`src/rtl/drv35_pkg.sv`:
```
// Package: shared code values for the 3.5-inch phase-line command port.
// Assumes the code is {sel, phase[2], phase[1], phase[0]}.
package drv35_pkg;

    // Command values executed on the rising edge of phase 3.
    // Codes with phase 0 and phase 2 both set are never commands
    // because that combination is the controller reset.
    typedef enum logic [3:0] {
        CMD_DIR_IN    = 4'h0,
        CMD_DIR_OUT   = 4'h1,
        CMD_STEP      = 4'h2,
        CMD_MOTOR_ON  = 4'h3,
        CMD_MOTOR_OFF = 4'h4,
        CMD_EJECT     = 4'h6,
        CMD_SIDE0     = 4'h8,
        CMD_SIDE1     = 4'h9
    } drv35_cmd_e;

    // Status bit index selected by the same code.
    typedef enum logic [3:0] {
        ST_DIR       = 4'h0,
        ST_STEP_DONE = 4'h1,
        ST_MOTOR     = 4'h2,
        ST_AT_SPEED  = 4'h3,
        ST_TRACK0    = 4'h4,
        ST_EJECTED   = 4'h6,
        ST_SIDE      = 4'h8,
        ST_PRESENT   = 4'h9
    } drv35_stat_e;

endpackage

```
`src/rtl/drv35_phase_decode.sv`:
```
// Module: drv35_phase_decode
// Turns phase lines and the select line into a code, a one-cycle command
// strobe on the phase-3 rising edge, and the reset and bus-enable combos.
// Assumes phase inputs are already synchronous to clk.
module drv35_phase_decode (
    input  logic       clk,
    input  logic       rst_n,
    input  logic       mode35,
    input  logic       sel,
    input  logic [3:0] phase,
    output logic [3:0] code,
    output logic       cmd_fire,
    output logic       ctl_reset,
    output logic       enable2
);

    logic ph3_q;

    // Remember last phase-3 level for edge detection.
    always_ff @(posedge clk) begin
        if (!rst_n) ph3_q <= 1'b0;
        else        ph3_q <= phase[3];
    end

    assign code      = {sel, phase[2], phase[1], phase[0]};
    assign ctl_reset = mode35 & phase[0] & phase[2];
    assign enable2   = mode35 & phase[1] & phase[3];
    assign cmd_fire  = mode35 & phase[3] & ~ph3_q & ~ctl_reset;

    // A command strobe never lasts two cycles.
    assert_single_fire_R3: assert property (@(posedge clk) disable iff (!rst_n)
        cmd_fire |=> !cmd_fire);

endmodule

```
`src/rtl/drv35_head_ctl.sv`:
```
// Module: drv35_head_ctl
// Holds track, side and step direction, and times the step-complete status.
// Assumes TRACKS >= 2 and STEP_CYC >= 1.
module drv35_head_ctl
    import drv35_pkg::*;
#(
    parameter int TRACKS   = 80,
    parameter int STEP_CYC = 8,
    localparam int TW      = $clog2(TRACKS),
    localparam int SW      = $clog2(STEP_CYC + 1)
) (
    input  logic          clk,
    input  logic          rst_n,
    input  logic          cmd_fire,
    input  logic [3:0]    code,
    input  logic          ctl_reset,
    output logic [TW-1:0] track,
    output logic          side,
    output logic          dir,
    output logic          step_done
);

    localparam logic [TW-1:0] TMAX = TW'(TRACKS - 1);

    logic [SW-1:0] busy_cnt;

    // Apply head commands; reset combination clears direction.
    always_ff @(posedge clk) begin
        if (!rst_n) begin
            track <= '0;
            side  <= 1'b0;
            dir   <= 1'b0;
        end else if (ctl_reset) begin
            dir <= 1'b0;
        end else if (cmd_fire) begin
            case (code)
                CMD_DIR_IN:  dir <= 1'b1;
                CMD_DIR_OUT: dir <= 1'b0;
                CMD_STEP: begin
                    if (dir) begin
                        if (track != TMAX) track <= track + 1'b1;
                    end else if (track != '0) begin
                        track <= track - 1'b1;
                    end
                end
                CMD_SIDE0:   side <= 1'b0;
                CMD_SIDE1:   side <= 1'b1;
                default:     ;
            endcase
        end
    end

    // Step settle timer, reloaded by every step command.
    always_ff @(posedge clk) begin
        if (!rst_n)                            busy_cnt <= '0;
        else if (cmd_fire && code == CMD_STEP) busy_cnt <= SW'(STEP_CYC);
        else if (busy_cnt != '0)               busy_cnt <= busy_cnt - 1'b1;
    end

    assign step_done = (busy_cnt == '0);

    assert_track_range_R4: assert property (@(posedge clk) disable iff (!rst_n)
        track <= TMAX);
    assert_floor_hold_R4: assert property (@(posedge clk) disable iff (!rst_n)
        (cmd_fire && code == CMD_STEP && !dir && track == '0) |=> track == '0);
    assert_step_busy_R7: assert property (@(posedge clk) disable iff (!rst_n)
        (cmd_fire && code == CMD_STEP) |=> !step_done);

endmodule

```
`src/rtl/drv35_motor_ctl.sv`:
```
// Module: drv35_motor_ctl
// Runs the drive's own spindle motor flag and its spin-up timer.
// Assumes SPINUP_CYC >= 1.
module drv35_motor_ctl
    import drv35_pkg::*;
#(
    parameter int SPINUP_CYC = 16,
    localparam int SW        = $clog2(SPINUP_CYC + 1)
) (
    input  logic       clk,
    input  logic       rst_n,
    input  logic       cmd_fire,
    input  logic [3:0] code,
    input  logic       ctl_reset,
    output logic       motor_on,
    output logic       at_speed
);

    logic [SW-1:0] spin_cnt;

    // Motor on/off commands and spin-up countdown.
    always_ff @(posedge clk) begin
        if (!rst_n) begin
            motor_on <= 1'b0;
            spin_cnt <= '0;
        end else if (ctl_reset) begin
            motor_on <= 1'b0;
            spin_cnt <= '0;
        end else if (cmd_fire && code == CMD_MOTOR_ON && !motor_on) begin
            motor_on <= 1'b1;
            spin_cnt <= SW'(SPINUP_CYC);
        end else if (cmd_fire && code == CMD_MOTOR_OFF) begin
            motor_on <= 1'b0;
            spin_cnt <= '0;
        end else if (spin_cnt != '0) begin
            spin_cnt <= spin_cnt - 1'b1;
        end
    end

    assign at_speed = motor_on && (spin_cnt == '0);

    assert_motor_cleared_R10: assert property (@(posedge clk) disable iff (!rst_n)
        ctl_reset |=> !motor_on);
    assert_spinup_delay_R6: assert property (@(posedge clk) disable iff (!rst_n)
        (cmd_fire && code == CMD_MOTOR_ON && !motor_on && !ctl_reset) |=> !at_speed);

endmodule

```
`src/rtl/drv35_arm525.sv`:
```
// Module: drv35_arm525
// Half-track arm model for 5.25-inch mode: one energised phase adjacent
// to the current position pulls the arm one half-track toward it.
// Assumes ARM_STEPS >= 2.
module drv35_arm525 #(
    parameter int ARM_STEPS = 69,
    localparam int AW       = $clog2(ARM_STEPS)
) (
    input  logic          clk,
    input  logic          rst_n,
    input  logic          active,
    input  logic [3:0]    phase,
    output logic [AW-1:0] arm_pos
);

    localparam logic [AW-1:0] AMAX = AW'(ARM_STEPS - 1);

    logic [1:0] fwd_ph;
    logic [1:0] back_ph;
    logic       single;

    assign fwd_ph  = arm_pos[1:0] + 2'd1;
    assign back_ph = arm_pos[1:0] - 2'd1;
    assign single  = (phase != 4'h0) && ((phase & (phase - 4'h1)) == 4'h0);

    // Move the arm toward a lone adjacent phase, clamped at both ends.
    always_ff @(posedge clk) begin
        if (!rst_n) begin
            arm_pos <= '0;
        end else if (active && single) begin
            if (phase[fwd_ph] && arm_pos != AMAX)       arm_pos <= arm_pos + 1'b1;
            else if (phase[back_ph] && arm_pos != '0)   arm_pos <= arm_pos - 1'b1;
        end
    end

    assert_one_halftrack_R12: assert property (@(posedge clk) disable iff (!rst_n)
        1'b1 |=> (arm_pos == $past(arm_pos)) || (arm_pos == $past(arm_pos) + 1'b1)
                 || (arm_pos + 1'b1 == $past(arm_pos)));
    assert_arm_range_R12: assert property (@(posedge clk) disable iff (!rst_n)
        arm_pos <= AMAX);

endmodule

```
`src/rtl/drv35_cmd_port.sv`:
```
// Module: drv35_cmd_port (top)
// Phase-line command and status port for a 3.5-inch drive, falling back
// to plain 5.25-inch arm stepping when mode35 is low.
// Assumes all inputs synchronous to clk; reset is synchronous, active low.
module drv35_cmd_port
    import drv35_pkg::*;
#(
    parameter int TRACKS     = 80,
    parameter int STEP_CYC   = 8,
    parameter int SPINUP_CYC = 16,
    parameter int ARM_STEPS  = 69
) (
    input  logic                         clk,
    input  logic                         rst_n,
    input  logic                         mode35,
    input  logic                         sel,
    input  logic [3:0]                   phase,
    input  logic                         q6,
    input  logic                         q7,
    input  logic                         media_insert,
    output logic                         status_bit,
    output logic [$clog2(TRACKS):0]      head_pos,
    output logic                         motor35,
    output logic [$clog2(ARM_STEPS)-1:0] arm_pos,
    output logic                         ctl_reset,
    output logic                         enable2
);

    localparam int TW = $clog2(TRACKS);

    logic [3:0]    code;
    logic          cmd_fire;
    logic [TW-1:0] track;
    logic          side;
    logic          dir;
    logic          step_done;
    logic          at_speed;
    logic          ejected;
    logic          sel_stat;

    drv35_phase_decode u_decode (
        .clk       (clk),
        .rst_n     (rst_n),
        .mode35    (mode35),
        .sel       (sel),
        .phase     (phase),
        .code      (code),
        .cmd_fire  (cmd_fire),
        .ctl_reset (ctl_reset),
        .enable2   (enable2)
    );

    drv35_head_ctl #(
        .TRACKS   (TRACKS),
        .STEP_CYC (STEP_CYC)
    ) u_head (
        .clk       (clk),
        .rst_n     (rst_n),
        .cmd_fire  (cmd_fire),
        .code      (code),
        .ctl_reset (ctl_reset),
        .track     (track),
        .side      (side),
        .dir       (dir),
        .step_done (step_done)
    );

    drv35_motor_ctl #(
        .SPINUP_CYC (SPINUP_CYC)
    ) u_motor (
        .clk       (clk),
        .rst_n     (rst_n),
        .cmd_fire  (cmd_fire),
        .code      (code),
        .ctl_reset (ctl_reset),
        .motor_on  (motor35),
        .at_speed  (at_speed)
    );

    drv35_arm525 #(
        .ARM_STEPS (ARM_STEPS)
    ) u_arm (
        .clk     (clk),
        .rst_n   (rst_n),
        .active  (!mode35),
        .phase   (phase),
        .arm_pos (arm_pos)
    );

    // Ejected flag: set by command, cleared by insertion or reset combination.
    always_ff @(posedge clk) begin
        if (!rst_n)                             ejected <= 1'b0;
        else if (ctl_reset)                     ejected <= 1'b0;
        else if (cmd_fire && code == CMD_EJECT) ejected <= 1'b1;
        else if (media_insert)                  ejected <= 1'b0;
    end

    // Pick the status bit addressed by the current code.
    always_comb begin
        case (code)
            ST_DIR:       sel_stat = dir;
            ST_STEP_DONE: sel_stat = step_done;
            ST_MOTOR:     sel_stat = motor35;
            ST_AT_SPEED:  sel_stat = at_speed;
            ST_TRACK0:    sel_stat = (track == '0);
            ST_EJECTED:   sel_stat = ejected;
            ST_SIDE:      sel_stat = side;
            ST_PRESENT:   sel_stat = !ejected;
            default:      sel_stat = 1'b0;
        endcase
    end

    assign status_bit = mode35 & q6 & ~q7 & sel_stat;
    assign head_pos   = {track, side};

    assert_arm_frozen_R1: assert property (@(posedge clk) disable iff (!rst_n)
        mode35 |=> $stable(arm_pos));
    assert_head_frozen_R1: assert property (@(posedge clk) disable iff (!rst_n)
        !mode35 |=> $stable(head_pos));
    assert_eject_cleared_R10: assert property (@(posedge clk) disable iff (!rst_n)
        ctl_reset |=> status_bit == 1'b0 || code != ST_EJECTED);

endmodule

```
`config.mk`:
```
export PLATFORM = sky130hd
export DESIGN_NAME = drv35_cmd_port
export DESIGN_NICKNAME = d
export VERILOG_FILES = /design/src/rtl/drv35_pkg.sv /design/src/rtl/drv35_phase_decode.sv /design/src/rtl/drv35_head_ctl.sv /design/src/rtl/drv35_motor_ctl.sv /design/src/rtl/drv35_arm525.sv /design/src/rtl/drv35_cmd_port.sv
export SDC_FILE = /design/constraint.sdc
export NUM_CORES = 1
export LEC_CHECK = 0
export ABC_AREA = 0
export BUFFER_PORTS_ARGS = -buffer_cell sky130_fd_sc_hd__buf_2
export CORE_UTILIZATION = 25
export CTS_CLUSTER_DIAMETER = 40
export DETAILED_ROUTE_END_ITERATION = 6
export GPL_TIMING_DRIVEN = 0
export HOLD_SLACK_MARGIN = 0.06
export PLACE_DENSITY_LB_ADDON = 0.08
export SLEW_MARGIN = 0
export SYNTH_ARGS = -nofsm -noshare
export SYNTH_HDL_FRONTEND = slang
export SYNTH_SLANG_ARGS = --single-unit
```
`constraint.sdc`:
```
create_clock -name clk -period 8.5 [get_ports clk]
set_input_delay 1.275 -clock clk [delete_from_list [all_inputs] [get_ports clk]]
set_output_delay 1.275 -clock clk [all_outputs]
set_load 0.05 [all_outputs]
```
-- Yosys cells after proc, flatten, opt, wreduce, memory -nomap -nowiden
Index checks and enable logic that the tools add are counted.
- flip-flop bits (word level): 28
- output and inout port bits: 19
- input port bits: 11
- equal/unequal tests: 10
- mux-type cells: 21
- reduce and logical (&&, ||, !) cells: 38
- bitwise logic cells: 15
- order comparisons: 2
- add/subtract/negate cells: 9
- operators by type and width (operator ; number):
    $mux 7 ; 5
    $mux 5 ; 3
    $add 7x1->7 const B ; 2
    $ne 7x7->1 const B ; 2
    $reduce_bool 2->1 ; 7
    $reduce_bool 7->1 ; 2
    $sub 7x1->7 const B ; 2
    $logic_not 4->1 ; 3
    $and 1x1->1 ; 10
    $logic_and 1x1->1 ; 10
    $eq 4x2->1 const B ; 2
    $eq 4x3->1 const B ; 2
    $eq 4x4->1 const B ; 2
    $mux 4 ; 2
    $pmux 1 s8 ; 1
    $reduce_bool 4->1 ; 2
    $sub 4x1->4 const B ; 2
    $logic_not 7->1 ; 1
    $lt 2x3->1 const B ; 2
    $mux 1 ; 6
    $logic_not 5->1 ; 1
    $reduce_and 5->1 ; 1
    $reduce_bool 5->1 ; 1
    $sub 5x1->5 const B ; 1
    14 further kinds ; 23

-- Depth between registers and ports, before layout
- depth in word-level cells: 7
- mapped depth: 12

-- Modules after synthesis
Synthesis repeated with hierarchy kept, for this count alone.
- cells, all modules: 228
- area, all modules: 2093.3 um2
- by module, submodules not included (module ; area an instance (um2) ; sequential area each (um2) ; cells each ; times used):
    drv35_head_ctl ; 804.5 ; 260.2 ; 88 ; 1
    drv35_arm525 ; 686.9 ; 140.1 ; 77 ; 1
    drv35_motor_ctl ; 342.8 ; 120.1 ; 33 ; 1
    drv35_cmd_port ; 171.4 ; 20.0 ; 20 ; 1
    drv35_phase_decode ; 87.6 ; 20.0 ; 10 ; 1

-- Least setup slack after synthesis
No wires, ideal clock.
- path type: input port to output port
- from: input port phase[2]
- to: output port status_bit
- data arrival time: 3.331 ns
- stages on the path: 5
- slack: 3.894 ns
- data required time: 7.225 ns
- path through: clkbuf_1 -> nor4b_1 -> and4b_1 -> a2111oi_0 -> a211oi_1
- cells in the longest elaborated chain, start to end: 3
- elaborated cells between the ends (all ways): 10
- classes of those cells: 7 x eq/ne; 1 x mux; 1 x bitwise; 1 x reduce/logical
- ends and longest elaborated chain (element ; RTL line ; text):
    from (decl) ; drv35_cmd_port.sv:17 ; input logic [3:0] phase,
    $eq 4x4->1 (tied with other cells) ; drv35_cmd_port.sv:100 ; case (code)
    $pmux 1 s8 (*) ; drv35_cmd_port.sv:100 ;
    $and 1x1->1 (*) ; drv35_cmd_port.sv:113 ; assign status_bit = mode35 & q6 & ~q7 & sel_stat;
    to (decl) ; drv35_cmd_port.sv:21 ; output logic status_bit,
Mark *: on every way between the ends. The rest lies on a longest branch, timed or not.

-- Worst setup path after layout
Same ends and word-level chain as after synthesis.

==> impl_metrics.yaml <==
drt:
  drtIter0Drc: 65
  vias_per_cell: 5.06
  first_pass_iters: 4
  drc_errors: 0
  wl_per_cell_microns: 13.8
  routed_wl_microns: 5250
  num_vias: 1927
  postRouteAntennaNets: 0
clock_tree:
  postCtsSetupBuffers: 0
  clk_pin_slew_ns: 0.11
  cts_inserted_buffers: 3
  htree_num_levels: 1
  cts_max_path_buffers: 2
  cts_hold_buf: 0
  insertion_delay_ns: 0.29
  root_buffer: "clkbuf_8"
  cts.sinks: 28
  cts_tree: "yes"
  cts_resized: 0
finish:
  layout_commonest_cell: "buf_2"
  final_cell_area_sq_mm: 0.00234
  diodes: 0
  drive_gt1_share_pct: 15.4
  final_cell_mix: "buf_2, dfxtp_1, a21oi_1"
  area_delta_synth_final_pct: 16.0
  final_nets: 308
timing:
  slew_violations: 0
  finalSetupViolCount: 0
  hold_viol_final: 0
  tightest_slew_ns: 0.654
  tns_ns: 0
  period_minus_slack_ns: 4.51
  timing.fmax_mhz: 222
  post-route-period-util_pct: 53.0
  skew_ns: 0.00118
  relSlewSlack_pct: 55.8
  rsz0062_at_grt: "false"
floorplan:
  die-area_sq_mm: 0.00842
  boundaryPins: 30
  core_sq_mm: 0.00777
  initial_core_util_pct: 25.9
  placementRows: 32
  die_x_microns: 91.8
  die_y_microns: 91.8
global_routing:
  grt_pass1_wl_microns: 8630
  first_global_vias: 1833
  antenna_found_initial: 0
  grt_start_max_net_pins: 16
  track_usage_pct: 12.8
  grt.overflow.total: 0
logic_synthesis:
  synth_nets: 275
  synthFlopType: "dfxtp_1"
  synthCells: 247
  synth_sequential_area_ratio_pct: 27.8
  synth_edf_count: 0
  synthMuxAreaShare_pct: 3.73
  synth.cell_area_sq_mm: 0.00201
  yosysWarnings: 0
  synth_top_family_by_area: "simple AND/OR/NAND/NOR gates"
  synth_cell_types: 50
  synthXorXnorAreaFrac_pct: 4.35
  yosys.area_share.simple_pct: 26.3
  synth_seq_cells: 28
  synthArstFlopShare_pct: 0
  synth_fa_ha_area_share_pct: 11.3
  syn_avg_cell_area_sq_um: 8.16
  synth-compound-area-share_pct: 21.7
placed_design:
  place_congestion: 0.736
  port_buffers: 28
  place_area_sq_mm: 0.00228
  dpl.hpwl_microns: 4060
worst_setup_path:
  cp_slowest_stage_delay_ns: 0.60
  crit_path_frequent_cell: "buf_2"
  arrival_ns: 3.23
  path_max_fanout: 10
  crit_type: "in2out"
  crit_required_ns: 7.22
  cp_cell_sequence: "buf_2 -> clkbuf_1 -> nor4b_1 -> and4b_1 -> a2111oi_0 -> a211oi_1 -> buf_2"
  rrSetupSlack_ns: 5.21
  setup.worst_path.start_class: "input pin"
  end_kind: "output port"
  cp_slowest_cell: "nor4b_1"
status:
  status: "completed"
power_and_ir_drop:
  power.density_mw_per_mm2: 161
  total_power_mw: 0.377
  ir_drop_mv: 0.0480
  p_leak_nw: 0.967
flow_run:
  maxCapViolations: 0
worst_hold_path:
  holdCritPathClass: "reg2reg"
## metrics by stage
stage                     cells  utilization [%]  setup WS, ns  hold slack, ns
after floorplan             247                -          3.89           0.456
after global placement      377             29.4          4.04           0.470
after detailed placement    377             29.4          4.00           0.473
after CTS                   381             30.1          3.99           0.488
after global routing        381             30.1          3.85           0.509
final                       381             30.1          3.99           0.488
## state kept, by name, indices dropped and copies added (netlist names)
name              cells
u_arm.arm_pos         7
u_head.track          7
u_motor.spin_cnt      5
u_head.busy_cnt       4
ejected               1
u_decode.ph3_q        1
u_head.dir            1
u_head.side           1
u_motor.motor_on      1
## Yosys cell counts, types with 7 or more instances
master | count | area, sq um
ha_1 | 15 | 188
nand3_1 | 13 | 65.1
dfxtp_1 | 28 | 561
xnor2_1 | 9 | 78.8
inv_1 | 14 | 52.6
nor3b_1 | 7 | 52.6
nor2_1 | 22 | 82.6
o21ai_0 | 13 | 65.1
a21oi_1 | 23 | 115
nand2_1 | 18 | 67.6
## cell families (layout without fill, tap and decap cells)
group,Yosys count,in the layout
flip-flops,28,28
AO/OA/AOI/OAI,68,68
buffers and inverters,22,54
AND/OR/NAND/NOR,97,97
adder cells (fa/ha/maj),17,17
multiplexers,5,5
XOR/XNOR,10,10
## path summary, 6_finish.rpt
check,start,to,cells after the start
worst min register to register,u_motor.spin_cnt[4],u_motor.spin_cnt[4],2
worst min-delay path,u_motor.spin_cnt[4],u_motor.spin_cnt[4],2
worst max-delay path,phase[2],status_bit,7
worst max register to register,u_arm.arm_pos[0],u_arm.arm_pos[6],12
## power by group
part | total, mW | internal [mW] | switching, mW
Combinational | 0.127 | 0.0541 | 0.0731
Clock | 0.0890 | 0.0417 | 0.0473
Sequential | 0.160 | 0.147 | 0.0129
Total | 0.377 | 0.243 | 0.133
## cell type report
class	count	area, sq um
Fill cell	883	5430
Inverter	14	52.6
Sequential cell	28	561
Buffer	8	43.8
Multi-Input combinational cell	197	1360
Tap cell	102	128
Clock buffer	4	55.1
Timing Repair Buffer	28	140
## routing by layer
metal / track usage (%) / vias to the layer above / share of wire (%) / wire length [microns]
met5: 0 / - / 0 / 0
met3: 1.91 / 5 / 3.0 / 157
li1: - / 987 / - / -
met4: 3.52 / 0 / 1.3 / 66
met2: 21.6 / 29 / 46 / 2420
met1: 17.0 / 906 / 50 / 2600
## worst max-delay path, delay by kind of cell
kind                   cells  cell delay (ns)
buffers and inverters      3             0.75
AOI/OAI and AO/OA          2             0.30
and+or+nand+nor            2             0.91
Power figures use the tool's default switching activity.
